--- src/rtl/bpr_pkg.sv ---
package bpr_pkg;

    localparam int NUM_REGS  = 8;
    localparam int SEL_W     = 3;
    localparam int NUM_FLAGS = 4;

    typedef enum logic [SEL_W-1:0] {
        RI_A = 3'd0,
        RI_B = 3'd1,
        RI_C = 3'd2,
        RI_D = 3'd3,
        RI_E = 3'd4,
        RI_H = 3'd5,
        RI_L = 3'd6,
        RI_F = 3'd7
    } reg_idx_e;

    typedef enum logic [SEL_W-1:0] {
        PI_AF  = 3'd0,
        PI_BC  = 3'd1,
        PI_DE  = 3'd2,
        PI_HL  = 3'd3,
        PI_SP  = 3'd4,
        PI_PC  = 3'd5,
        PI_NO6 = 3'd6,
        PI_NO7 = 3'd7
    } pair_idx_e;

    // True when the pair index joins two byte registers
    function automatic logic pair_is_bytes(input logic [SEL_W-1:0] p);
        return (p <= SEL_W'(PI_HL));
    endfunction

    // Register index that forms the upper byte of a byte pair
    function automatic logic [SEL_W-1:0] pair_hi(input logic [SEL_W-1:0] p);
        case (pair_idx_e'(p))
            PI_AF:   return RI_A;
            PI_BC:   return RI_B;
            PI_DE:   return RI_D;
            default: return RI_H;
        endcase
    endfunction

    // Register index that forms the lower byte of a byte pair
    function automatic logic [SEL_W-1:0] pair_lo(input logic [SEL_W-1:0] p);
        case (pair_idx_e'(p))
            PI_AF:   return RI_F;
            PI_BC:   return RI_C;
            PI_DE:   return RI_E;
            default: return RI_L;
        endcase
    endfunction

    // Steered write request for one storage cell
    typedef struct packed {
        logic       en;
        logic [7:0] data;
    } byte_wr_t;

endpackage

--- src/rtl/bpr_wr_steer.sv ---
module bpr_wr_steer
    import bpr_pkg::*;
#(
    parameter int DATA_W = 8
) (
    input  logic                           wr8_en,
    input  logic [SEL_W-1:0]               wr8_sel,
    input  logic [DATA_W-1:0]              wr8_data,
    input  logic                           wr16_en,
    input  logic [SEL_W-1:0]               wr16_sel,
    input  logic [2*DATA_W-1:0]            wr16_data,
    output logic [NUM_REGS-1:0]            byte_we,
    output logic [NUM_REGS-1:0][DATA_W-1:0] byte_wd,
    output logic                           sp_we,
    output logic                           pc_we
);

    localparam int WIDE_W = 2 * DATA_W;

    logic pair_hit;
    assign pair_hit = wr16_en && pair_is_bytes(wr16_sel);

    for (genvar i = 0; i < NUM_REGS; i++) begin : g_lane
        logic              we_i;
        logic [DATA_W-1:0] wd_i;
        // The 16-bit port has priority over the byte port on shared bytes
        always_comb begin
            we_i = 1'b0;
            wd_i = '0;
            if (pair_hit && (pair_hi(wr16_sel) == SEL_W'(i))) begin
                we_i = 1'b1;
                wd_i = wr16_data[WIDE_W-1:DATA_W];
            end else if (pair_hit && (pair_lo(wr16_sel) == SEL_W'(i))) begin
                we_i = 1'b1;
                wd_i = wr16_data[DATA_W-1:0];
            end else if (wr8_en && (wr8_sel == SEL_W'(i))) begin
                we_i = 1'b1;
                wd_i = wr8_data;
            end
        end
        assign byte_we[i] = we_i;
        assign byte_wd[i] = wd_i;
    end

    assign sp_we = wr16_en && (wr16_sel == SEL_W'(PI_SP));
    assign pc_we = wr16_en && (wr16_sel == SEL_W'(PI_PC));

endmodule

--- src/rtl/bpr_byte_cell.sv ---
module bpr_byte_cell #(
    parameter int DATA_W   = 8,
    parameter int KEEP_LSB = 0
) (
    input  logic              clk,
    input  logic              rst,
    input  logic              we,
    input  logic [DATA_W-1:0] wd,
    output logic [DATA_W-1:0] q
);

    if (KEEP_LSB == 0) begin : g_full
        logic [DATA_W-1:0] store;
        always_ff @(posedge clk) begin
            if (rst)     store <= '0;
            else if (we) store <= wd;
        end
        assign q = store;
    end else begin : g_part
        // Only the upper bits are stored; the rest read back as zero
        logic [DATA_W-1:KEEP_LSB] store;
        always_ff @(posedge clk) begin
            if (rst)     store <= '0;
            else if (we) store <= wd[DATA_W-1:KEEP_LSB];
        end
        assign q = {store, {KEEP_LSB{1'b0}}};
    end

endmodule

--- src/rtl/bpr_wide_cell.sv ---
module bpr_wide_cell #(
    parameter int WIDE_W = 16
) (
    input  logic              clk,
    input  logic              rst,
    input  logic              we,
    input  logic [WIDE_W-1:0] wd,
    output logic [WIDE_W-1:0] q
);

    always_ff @(posedge clk) begin
        if (rst)     q <= '0;
        else if (we) q <= wd;
    end

endmodule

--- src/rtl/byte_pair_regfile.sv ---
module byte_pair_regfile
    import bpr_pkg::*;
#(
    parameter int DATA_W = 8
) (
    input  logic                clk,
    input  logic                rst,
    input  logic [2:0]          rd8_sel,
    output logic [DATA_W-1:0]   rd8_data,
    input  logic                wr8_en,
    input  logic [2:0]          wr8_sel,
    input  logic [DATA_W-1:0]   wr8_data,
    input  logic [2:0]          rd16_sel,
    output logic [2*DATA_W-1:0] rd16_data,
    input  logic                wr16_en,
    input  logic [2:0]          wr16_sel,
    input  logic [2*DATA_W-1:0] wr16_data
);

    localparam int WIDE_W   = 2 * DATA_W;
    localparam int FLAG_LSB = DATA_W - NUM_FLAGS;

    logic [NUM_REGS-1:0]             byte_we;
    logic [NUM_REGS-1:0][DATA_W-1:0] byte_wd;
    logic [NUM_REGS-1:0][DATA_W-1:0] byte_q;
    logic                            sp_we;
    logic                            pc_we;
    logic [WIDE_W-1:0]               sp_q;
    logic [WIDE_W-1:0]               pc_q;

    bpr_wr_steer #(.DATA_W(DATA_W)) u_steer (
        .wr8_en    (wr8_en),
        .wr8_sel   (wr8_sel),
        .wr8_data  (wr8_data),
        .wr16_en   (wr16_en),
        .wr16_sel  (wr16_sel),
        .wr16_data (wr16_data),
        .byte_we   (byte_we),
        .byte_wd   (byte_wd),
        .sp_we     (sp_we),
        .pc_we     (pc_we)
    );

    for (genvar i = 0; i < NUM_REGS; i++) begin : g_reg
        // The flag byte keeps only its upper flag bits
        bpr_byte_cell #(
            .DATA_W   (DATA_W),
            .KEEP_LSB ((i == int'(RI_F)) ? FLAG_LSB : 0)
        ) u_cell (
            .clk (clk),
            .rst (rst),
            .we  (byte_we[i]),
            .wd  (byte_wd[i]),
            .q   (byte_q[i])
        );
    end

    bpr_wide_cell #(.WIDE_W(WIDE_W)) u_sp (
        .clk (clk), .rst (rst), .we (sp_we), .wd (wr16_data), .q (sp_q)
    );

    bpr_wide_cell #(.WIDE_W(WIDE_W)) u_pc (
        .clk (clk), .rst (rst), .we (pc_we), .wd (wr16_data), .q (pc_q)
    );

    assign rd8_data = byte_q[rd8_sel];

    always_comb begin
        case (pair_idx_e'(rd16_sel))
            PI_AF, PI_BC, PI_DE, PI_HL:
                rd16_data = {byte_q[pair_hi(rd16_sel)], byte_q[pair_lo(rd16_sel)]};
            PI_SP:   rd16_data = sp_q;
            PI_PC:   rd16_data = pc_q;
            default: rd16_data = '0;
        endcase
    end

endmodule

--- config.mk ---
export PLATFORM = sky130hd
export DESIGN_NAME = byte_pair_regfile
export DESIGN_NICKNAME = d
export VERILOG_FILES = /design/src/rtl/bpr_pkg.sv /design/src/rtl/bpr_wr_steer.sv /design/src/rtl/bpr_byte_cell.sv /design/src/rtl/bpr_wide_cell.sv /design/src/rtl/byte_pair_regfile.sv
export SDC_FILE = /design/constraint.sdc
export NUM_CORES = 1
export LEC_CHECK = 0
export ABC_CLOCK_PERIOD_IN_PS = 3350
export BUFFER_PORTS_ARGS = -buffer_cell sky130_fd_sc_hd__buf_2
export CAP_MARGIN = 20
export CELL_PAD_IN_SITES_DETAIL_PLACEMENT = 0
export CELL_PAD_IN_SITES_GLOBAL_PLACEMENT = 1
export CORE_UTILIZATION = 45
export DETAILED_ROUTE_END_ITERATION = 16
export GPL_TIMING_DRIVEN = 0
export PLACE_DENSITY_LB_ADDON = 0.1
export SETUP_SLACK_MARGIN = 0.2
export SLEW_MARGIN = 30
export SYNTH_ARGS = -nofsm -noshare
export SYNTH_HDL_FRONTEND = slang
export SYNTH_SLANG_ARGS = --single-unit
--- constraint.sdc ---
create_clock -name clk -period 3.35 [get_ports clk]
set_input_delay 0.1675 -clock clk [delete_from_list [all_inputs] [get_ports clk]]
set_output_delay 0.1675 -clock clk [all_outputs]
set_load 0.02 [all_outputs]
==> results.txt, run 1 <==
Average vias per placed instance = 6.13
Worst r2r dst = g_reg[3].u_cell.q[5]
Result of the run = finished, final reports clean
# Max-Cap Violations = 0
Area after DPL = 5610 um^2
Resized cells post-CTS = 0
Clock Sinks = 92
CTS H-Tree Depth = 3
First-iteration detailed-routing DRC count = 380
Area share of the largest cell type after synthesis = 35.6%
P&R area growth vs syn = 15.4%
Buffer count from post-CTS setup fixing = 0
Reg area = 1840 um^2
Boundary Pins = 64
Gp weighted congestion = 0.921
Total core area = 11000 um^2
Mapped Avg Cell Area = 8.87 um^2
Flop2flop setup slack = 2.50 ns
Hold-fix buffer count after cts = 0
Critical Path RT = 3.18 ns
Vias in the first global route = 4729
Hold violation count in the final report = 0
Family with the most delay on the worst path = buffers and inverters
Worst hold slack = 0.121 ns
Startpoint of the worst register-to-register path = g_reg[3].u_cell.q[5]
Final setup TNS = 0 ns
Critical Path Source Type = input port
Number of buffers on the longest clock path = 2
Gr usage total = 31.8%
Final HPWL from detailed placement = 13.4 mm
Width of the die = 109 um
CTS buffer count = 9
Later-pin clock latency in the skew report = 0.35 ns
Sequential area share after synthesis = 35.6%
Main area contributors after synthesis = sky130_fd_sc_hd__dfxtp_1, sky130_fd_sc_hd__mux2i_1, sky130_fd_sc_hd__nand2_1
Overall die area = 11900 um^2
Fraction of layout cells with a size suffix above 1 = 22.4%
Power per cell area = 470 nW/um^2
Starting density of the core = 46.9%
Number of fill cells = 1087
Largest area contributor in the netlist = sky130_fd_sc_hd__dfxtp_1
Post-Synthesis Net Count = 624
Min cycle time layout = 2.06 ns
YS warnings = 0
Worst slack at placement = 1.36 ns
Most common cell type on the critical path = sky130_fd_sc_hd__buf_2
Setup violations, final = 0
Slowest cell on crit path = sky130_fd_sc_hd__nor2b_1
Cell Chain, Critical Path = buf_2 -> buf_2 -> nor2b_1 -> a22oi_1 -> o22ai_1 -> buf_2
Post-route antenna net violation count = 0
Setup crit end kind = output pin
CP peak stage delay = 0.49 ns
First-pass GRT wire length = 27.0 mm
Worst Tran Pin Value = 0.802 ns
Vertical extent of the die = 109 um
Diode insertion count for antenna repair = 0
TritonCTS clock tree = done
Total iterations of the first detailed-routing run = 7
Clock slew seen by the registers of the worst setup and hold paths = 0.06 ns
Count of distinct cell types in the synthesized netlist = 32
Area used by multi-input combinational logic = 3020 um^2
Worst setup skew after layout = 0 ns
Max Slew Vio Count = 0
Critical path class = input port to output pin
End point of the worst hold path = u_sp.q[0]
Largest voltage drop on the vdd net = 0.338 mV
Maximum number of pins on one net before global-route repair = 16
Critical hold path startpoint = wr16_data[0]
Depth of the worst register-to-register path = 2
Inst Count DP = 776
Routed via count = 4854
Cell at the root of the clock tree = sky130_fd_sc_hd__clkbuf_16
Highest attainable clock frequency = 486 MHz
Maximum fanout count along the critical path = 10
Final worst setup slack = 1.29 ns
Routed length per instance = 22.6 um
Area of all placed cells without fillers = 5980 um^2
Final routed wirelength across all metal layers = 17.9 mm
Number of buffers inserted by port buffering = 52
Final layout net count = 687
Leakage dissipation = 2.18 nW
Critical Path AT = 1.89 ns
Total grt overflow = 0
Worst slew slack as a fraction of its limit = 46.5%
Kind of path behind the tightest hold check = input port to flip-flop
Floorplan row count = 38
Worst path buffer plus inverter count = 3
Share of the clock period used by the worst path = 61.5%
Synth Cell Area = 5180 um^2
RSZ-0062 raised after global routing = no
Post-route non-filler standard cell count = 792
Synthesized netlist cell count = 584
Number of DRC violations after detailed routing = 0
Worst hold path stage count = 3
Antenna violations before repair = 0
Register bit count reported by yosys = 92
worst max path at each step:
stage / slack [ns] / cells after the start / end / start
2_1_floorplan: 1.86 / 5 / rd16_data[4] / rd16_sel[2]
3_3_place_gp: 1.40 / 6 / rd16_data[7] / rd16_sel[0]
3_5_place_dp: 1.36 / 6 / rd16_data[7] / rd16_sel[0]
4_1_cts: 1.36 / 6 / rd16_data[7] / rd16_sel[0]
5_1_grt: 1.25 / 6 / rd16_data[2] / rd16_sel[0]
6_report: 1.29 / 6 / rd16_data[7] / rd16_sel[0]
layout make-up:
cell class	instances	share of cell area, %
Buffer	62	4.77
Clock buffer	9	3.77
Clock inverter	7	2.32
Inverter	8	0.502
Multi-Input combinational cell	422	50.5
Sequential cell	92	30.8
Tap cell	140	2.93
Timing Repair Buffer	52	4.35
cell usage in the layout, fill, tap and decap left out, drive strengths merged, types with 5 or more instances in the layout:
cell      n
buf      81
nand2   128
clkbuf   42
a21oi    32
dfxtp    92
mux2     16
o22ai    16
inv       8
nand4b    5
nor2     60
mux4     20
a211oi   28
a22oi     8
a311oi   32
mux2i    48
logic make-up (layout without fill, tap and decap cells):
kind of cell	count (synthesis)	count (layout)	synth area share [%]
compound gates	124	124	18.4
buf+inv	70	138	6.09
flops	92	92	35.6
mux	84	84	21.5
simple gates	214	214	18.5
worst reg2reg max path, cell delays in order, from the launching register on:
cell	delay, ns
sky130_fd_sc_hd__dfxtp_1	0.39
sky130_fd_sc_hd__nand2_1	0.08
sky130_fd_sc_hd__a311oi_1	0.29
through the flow:
| stage | power, mW | utilization [%] |
|---|---|---|
| 2_1_floorplan | 1.42 | - |
| 3_3_place_gp | 1.56 | 50.9 |
| 3_5_place_dp | 1.57 | 50.9 |
| 4_1_cts | 2.81 | 54.2 |
| 5_1_grt | 2.89 | 54.2 |
| 6_report | 2.81 | 54.2 |
per-layer routing:
layer,wire length (um),GRT usage (%)
met1,7920,41.5
met2,8390,52.1
met3,1160,6.93
met4,452,10.3
met5,0,0
sequential cells by signal, summed over array words and instances, names as in the netlist:
signal,flops
u_sp.q,16
g.u_cell.q,56
u_pc.q,16
g.u_cell.g_part.store,4
power by group:
part / total [mW] / switching [mW] / internal (mW)
Sequential: 1.18 / 0.0373 / 1.14
Clock: 1.26 / 0.455 / 0.803
Combinational: 0.375 / 0.231 / 0.144
synth_stat cells (all sizes together):
cell / instances
a311oi: 32
a21oi: 32
nor4bb: 1
clkbuf: 33
mux2: 16
dfxtp: 92
nor4b: 1
and4bb: 3
nor2: 60
nand4: 1
buf: 29
o2bb2ai: 4
mux2i: 48
nand4bb: 3
a22oi: 8
nand4b: 5
o22ai: 16
inv: 8
nand2b: 2
or4b: 2
nor2b: 3
and2: 1
nand2: 128
and4b: 4
a2bb2oi: 4
mux4: 20
a211oi: 28
Power figures use the tool's default switching activity.
==> inputs of run 2 (changes only) <==
--- a/config.mk
+++ b/config.mk
@@ -5,12 +5,12 @@
 export SDC_FILE = /design/constraint.sdc
 export NUM_CORES = 1
 export LEC_CHECK = 0
-export ABC_CLOCK_PERIOD_IN_PS = 3350
+export ABC_CLOCK_PERIOD_IN_PS = 2100
 export BUFFER_PORTS_ARGS = -buffer_cell sky130_fd_sc_hd__buf_2
 export CAP_MARGIN = 20
 export CELL_PAD_IN_SITES_DETAIL_PLACEMENT = 0
 export CELL_PAD_IN_SITES_GLOBAL_PLACEMENT = 1
-export CORE_UTILIZATION = 45
+export CORE_UTILIZATION = 44
 export DETAILED_ROUTE_END_ITERATION = 16
 export GPL_TIMING_DRIVEN = 0
 export PLACE_DENSITY_LB_ADDON = 0.1
==> constraint.sdc (replaced) <==
create_clock -name clk -period 2.1 [get_ports clk]
set_input_delay 0.105 -clock clk [delete_from_list [all_inputs] [get_ports clk]]
set_output_delay 0.105 -clock clk [all_outputs]
set_load 0.02 [all_outputs]
==> run 2 against run 1 <==
Effect of this change:
- sequential power increased by 58%
- power increased by 48%
- non-clock buffer count unchanged
- global-route usage decreased by 2.0 points
- sequential share of layout area increased by 0.28 points
- critical path type unchanged
- critical endpoint is now rd16_data[10]
==> results.txt, run 2 (synthesis gave the netlist of run 1 again) <==
Highest-count cells in the layout ignoring fill and taps = sky130_fd_sc_hd__nand2_1, sky130_fd_sc_hd__dfxtp_1, sky130_fd_sc_hd__buf_2, sky130_fd_sc_hd__nor2_1, sky130_fd_sc_hd__mux2i_1
CP peak stage delay = 0.42 ns
CTS buffer count = 9
Largest regs = g.u_cell.q: 56 flops, u_pc.q: 16 flops, u_sp.q: 16 flops
Fraction of layout cells with a size suffix above 1 = 22.1%
Routed length per instance = 22.6 um
Share of the clock period used by the worst path = 86.0%
Critical Path AT = 1.70 ns
Final routed wirelength across all metal layers = 18.0 mm
Max Slew Vio Count = 0
Total core area = 11400 um^2
Setup crit end kind = output pin
# Max-Cap Violations = 0
Sum of internal, switching and leakage power = 4.17 mW
Critical Path Source Type = input port
Total iterations of the first detailed-routing run = 5
Starting density of the core = 45.3%
P&R area growth vs syn = 14.4%
Most common library cell in the layout ignoring fill and taps = sky130_fd_sc_hd__nand2_1
Boundary Pins = 64
Gr usage total = 29.7%
Startpoint of the worst register-to-register path = g_reg[0].u_cell.q[7]
Worst setup endpoint = rd16_data[10]
Number of DRC violations after detailed routing = 0
First-iteration detailed-routing DRC count = 485
Min cycle time layout = 1.81 ns
Floorplan row count = 39
Clock slew seen by the registers of the worst setup and hold paths = 0.06 ns
Total grt overflow = 0
Width of the die = 110 um
Kind of path behind the tightest hold check = input port to flip-flop
Worst setup skew after layout = 0 ns
Area used by multi-input combinational logic = 3020 um^2
Largest voltage drop on the vdd net = 0.619 mV
Diode insertion count for antenna repair = 0
Overall die area = 12200 um^2
CTS H-Tree Depth = 3
Worst hold path stage count = 3
Number of buffers inserted by port buffering = 52
Critical path class = input port to output pin
Final layout net count = 687
Hold-fix buffer count after cts = 0
Worst r2r dst = g_reg[0].u_cell.q[7]
Post-route non-filler standard cell count = 794
Slowest cell on crit path = sky130_fd_sc_hd__buf_2
Post-route antenna net violation count = 0
Vias in the first global route = 4687
Average vias per placed instance = 6.11
Cell at the root of the clock tree = sky130_fd_sc_hd__clkbuf_16
Critical Path RT = 2.00 ns
Later-pin clock latency in the skew report = 0.35 ns
Buffer count from post-CTS setup fixing = 0
Number of buffers on the longest clock path = 2
Setup violations, final = 0
Reg area = 1840 um^2
Final worst setup slack = 0.295 ns
Worst Tran Pin Value = 0.821 ns
Number of fill cells = 1132
Vertical extent of the die = 110 um
Final setup TNS = 0 ns
Clock Sinks = 92
Worst slew slack as a fraction of its limit = 45.3%
Inst Count DP = 779
Maximum fanout count along the critical path = 10
Highest attainable clock frequency = 554 MHz
Final HPWL from detailed placement = 13.5 mm
Routed via count = 4852
Cell Chain, Critical Path = buf_2 -> buf_2 -> buf_2 -> mux2i_1 -> o22ai_1 -> buf_2
Gp weighted congestion = 0.944
Power per cell area = 703 nW/um^2
Depth of the worst register-to-register path = 2
Launching instance or port of the critical path = rd16_sel[0]
Register containing the most flip-flops in the final layout = g.u_cell.q
First-pass GRT wire length = 27.3 mm
Antenna violations before repair = 0
Hold violation count in the final report = 0
TritonCTS clock tree = done
RSZ-0062 raised after global routing = no
Number of flip-flops in the largest register = 56
Result of the run = finished, final reports clean
Flop2flop setup slack = 1.25 ns
Leakage dissipation = 2.15 nW
Maximum number of pins on one net before global-route repair = 14
Most common cell type on the critical path = sky130_fd_sc_hd__buf_2
Worst slack at placement = 0.268 ns
## run 2: changes by cell type in the layout (fill, tap and decap cells not counted)
cell,before,now
sky130_fd_sc_hd__clkbuf_1,33,35
sky130_fd_sc_hd__clkbuf_8,0,3
sky130_fd_sc_hd__bufinv_16,4,1
sky130_fd_sc_hd__clkinv_2,2,0
sky130_fd_sc_hd__clkinv_4,1,0
sky130_fd_sc_hd__nor2b_1,3,2
sky130_fd_sc_hd__nor2b_2,0,1
## run 2: what timing repair did
action | 4_1_cts | 5_1_grt
endpoints found under the setup margin | 0 | 2
resized for setup | 0 | 1
hold endpoints to repair | 0 | 0
## run 2: layout make-up
cell class,instances,area share (%)
sequential,92,31.1
inverter,8,0.507
tap,143,3.02
clock inverter,1,0.507
clock buffer,14,4.63
timing repair buffer,52,4.39
buffer,62,4.82
multi-input combinational,422,51.0
## run 2: through the flow
stage          hold WS [ns]  instance area, um^2  util (%)
6_report             0.0692                 5920      51.9
5_1_grt              0.0579                 5920      51.9
4_1_cts              0.0605                 5920      51.9
3_5_place_dp          0.428                 5620      49.2
3_3_place_gp          0.422                 5620      49.2
2_1_floorplan         0.241                 5180         -
## run 2: layer usage
layer | global-route usage, % | up-vias | part of all wire [%]
li1 | - | 2245 | -
met3 | 6.37 | 29 | 7.1
met5 | 0 | - | 0
met1 | 39.0 | 2377 | 43
met4 | 9.24 | 0 | 1.9
met2 | 48.8 | 201 | 48
## run 2: worst max-delay path: cells and delay by family
kind | cells | cell delay (ns)
AO/OA/AOI/OAI | 1 | 0.25
buffers and inverters | 4 | 1.20
multiplexers | 1 | 0.13
## run 2: worst min path at each step
stage | from | to | slack [ns]
6_report | wr16_data[0] | u_sp.q[0] | 0.07
5_1_grt | wr16_data[11] | u_sp.q[11] | 0.06
4_1_cts | wr16_data[11] | u_sp.q[11] | 0.06
3_5_place_dp | wr16_data[3] | u_pc.q[3] | 0.43
3_3_place_gp | wr16_data[15] | u_pc.q[15] | 0.42
2_1_floorplan | wr16_data[10] | u_pc.q[10] | 0.24
## run 2: power breakdown
part	total, mW	leakage (nW)	internal, mW	switching [mW]
registers	1.87	0.748	1.82	0.0590
logic	0.597	1.25	0.230	0.367
clock network	1.69	0.149	1.02	0.679
==> inputs of run 3 (changes only) <==
--- a/config.mk
+++ b/config.mk
@@ -10,6 +10,7 @@
 export CAP_MARGIN = 20
 export CELL_PAD_IN_SITES_DETAIL_PLACEMENT = 0
 export CELL_PAD_IN_SITES_GLOBAL_PLACEMENT = 1
+export CORE_MARGIN = 2
 export CORE_UTILIZATION = 44
 export DETAILED_ROUTE_END_ITERATION = 16
 export GPL_TIMING_DRIVEN = 0
==> run 3 against run 2 <==
Effect of this change:
- non-clock buffer count stayed put
- final cell count is 0.13% higher
- routed wire length is 1.3% higher
- die area is 3.7% higher
- critical path depth stayed put
- utilization is 0.18 points higher
- critical endpoint unchanged
- largest cell class unchanged
- largest power group is now clock
==> results.txt, run 3 (synthesis gave the netlist of run 1 again) <==
Power per cell area = 739 nW/um^2
Critical path class = input port to output pin
Final routed wirelength across all metal layers = 18.2 mm
Min cycle time layout = 1.87 ns
Global Route met3 Usage = 3.78%
Share of the clock period used by the worst path = 89.1%
Routed length per instance = 22.9 um
Met1 Track Usage GR = 38.7%
Fraction of power consumed by combinational cells = 13.6%
Highest-count cells in the layout ignoring fill and taps = sky130_fd_sc_hd__nand2_1, sky130_fd_sc_hd__dfxtp_1, sky130_fd_sc_hd__buf_2, sky130_fd_sc_hd__nor2_1, sky130_fd_sc_hd__mux2i_1
Total iterations of the first detailed-routing run = 5
Area used by multi-input combinational logic = 3020 um^2
First-iteration detailed-routing DRC count = 406
Worst Tran Pin Value = 0.807 ns
Worst slew slack as a fraction of its limit = 46.2%
Floorplan row count = 39
Critical hold path startpoint = wr16_data[0]
Internal power summed over all cells = 3.24 mW
Starting density of the core = 45.2%
Final setup TNS = 0 ns
Number of fill cells = 1090
Depth of the worst register-to-register path = 2
Met2 Use GR = 46.3%
Setup crit end kind = output pin
Total grt overflow = 0
Clock slew seen by the registers of the worst setup and hold paths = 0.06 ns
TritonCTS clock tree = done
Hold-fix buffer count after cts = 0
Average vias per placed instance = 6.26
Startpoint of the worst register-to-register path = g_reg[5].u_cell.q[1]
Switching part of the total = 26.6%
Boundary Pins = 64
RSZ-0062 raised after global routing = no
Antenna violations before repair = 0
# Max-Cap Violations = 0
Flop2flop setup slack = 1.25 ns
Maximum fanout count along the critical path = 10
Inst Count DP = 779
Largest voltage drop on the vdd net = 0.323 mV
Result of the run = finished, final reports clean
Resized cells post-CTS = 0
Register containing the most flip-flops in the final layout = g.u_cell.q
Later-pin clock latency in the skew report = 0.36 ns
Critical Path AT = 1.77 ns
Cell at the root of the clock tree = sky130_fd_sc_hd__clkbuf_16
Diode insertion count for antenna repair = 0
Seq pwr share = 42.5%
Post-route non-filler standard cell count = 795
P&R area growth vs syn = 15.3%
Vias in the first global route = 4864
Reg area = 1840 um^2
Number of buffers on the longest clock path = 2
Routed via count = 4974
End point of the worst hold path = u_sp.q[0]
Hold violation count in the final report = 0
Total core area = 11500 um^2
Gp weighted congestion = 0.873
Number of buffers inserted by port buffering = 52
CTS buffer count = 9
Buffer count from post-CTS setup fixing = 0
Gr usage total = 29.0%
CTS H-Tree Depth = 3
Most Used Layer, Global Route = met2
Highest attainable clock frequency = 534 MHz
Critical Path RT = 2.00 ns
Width of the die = 112 um
Leakage dissipation = 2.17 nW
Critical Path Source Type = input port
Number of DRC violations after detailed routing = 0
Clock Sinks = 92
Worst r2r dst = g_reg[5].u_cell.q[1]
Largest regs = g.u_cell.q: 56 flops, u_pc.q: 16 flops, u_sp.q: 16 flops
Most common library cell in the layout ignoring fill and taps = sky130_fd_sc_hd__nand2_1
Final layout net count = 687
Overall die area = 12700 um^2
First-pass GRT wire length = 27.6 mm
Setup violations, final = 0
Fraction of layout cells with a size suffix above 1 = 22.5%
Maximum number of pins on one net before global-route repair = 16
Fraction of power consumed by the clock network = 43.9%
Worst setup skew after layout = 0 ns
Switch Pwr = 1.17 mW
Vertical extent of the die = 112 um
Worst hold path stage count = 3
Post-route antenna net violation count = 0
Max Slew Vio Count = 0
Kind of path behind the tightest hold check = input port to flip-flop
Number of flip-flops in the largest register = 56
Final HPWL from detailed placement = 13.6 mm
==> run 3: cell types whose count changed in the layout (fill, tap and decap cells not counted) <==
cell	delta
sky130_fd_sc_hd__clkinv_2	+1
sky130_fd_sc_hd__clkbuf_8	-2
sky130_fd_sc_hd__clkinv_4	+1
sky130_fd_sc_hd__clkbuf_1	-2
sky130_fd_sc_hd__bufinv_16	+2
sky130_fd_sc_hd__clkinvlp_4	+1
==> run 3: stage by stage <==
stage	utilization [%]	total power, mW	hold WS [ns]	instance area [um^2]	setup WS (ns)
floorplan	-	2.27	0.241	5180	0.735
global placement	49.0	2.49	0.418	5620	0.283
detailed placement	49.0	2.50	0.429	5620	0.268
CTS	52.0	4.42	0.0512	5970	0.275
global route	52.1	4.55	0.0679	5970	0.222
finish	52.1	4.41	0.0518	5970	0.229
==> run 3: critical path: stages <==
cell	delay, ns
sky130_fd_sc_hd__buf_2	0.24
sky130_fd_sc_hd__buf_2	0.30
sky130_fd_sc_hd__buf_2	0.43
sky130_fd_sc_hd__mux2i_1	0.15
sky130_fd_sc_hd__o22ai_1	0.30
sky130_fd_sc_hd__buf_2	0.23
==> run 3: power groups by stage <==
stage                     registers (mW)  clock network [mW]  logic (mW)
after CTS                           1.87                1.95       0.589
after detailed placement            1.91                   0       0.587
final                               1.88                1.94       0.599
after global routing                1.88                2.03       0.635
after floorplan                     1.89                   0       0.383
after global placement              1.91                   0       0.577
==> run 3: worst max path at each step <==
stage	endpoint	slack, ns	cells past startpoint	from
2_1_floorplan	rd16_data[4]	0.73	5	rd16_sel[2]
3_3_place_gp	rd16_data[7]	0.28	6	rd16_sel[0]
3_5_place_dp	rd16_data[4]	0.27	6	rd16_sel[0]
4_1_cts	rd16_data[4]	0.27	6	rd16_sel[0]
5_1_grt	rd16_data[10]	0.22	6	rd16_sel[0]
6_report	rd16_data[10]	0.23	6	rd16_sel[0]
==> run 3: layer usage <==
| metal | routed length (um) | part of all wire [%] |
|---|---|---|
| met1 | 7900 | 43 |
| met2 | 8330 | 46 |
| met3 | 1190 | 6.5 |
| met4 | 791 | 4.3 |
| met5 | 0 | 0 |
==> run 3: layout make-up <==
| type | count | share of cell area, % |
|---|---|---|
| buffer | 62 | 4.78 |
| sequential | 92 | 30.9 |
| inverter | 8 | 0.503 |
| tap | 143 | 3.00 |
| multi-input combinational | 422 | 50.6 |
| clock buffer | 10 | 4.00 |
| timing repair buffer | 52 | 4.36 |
| clock inverter | 6 | 1.87 |
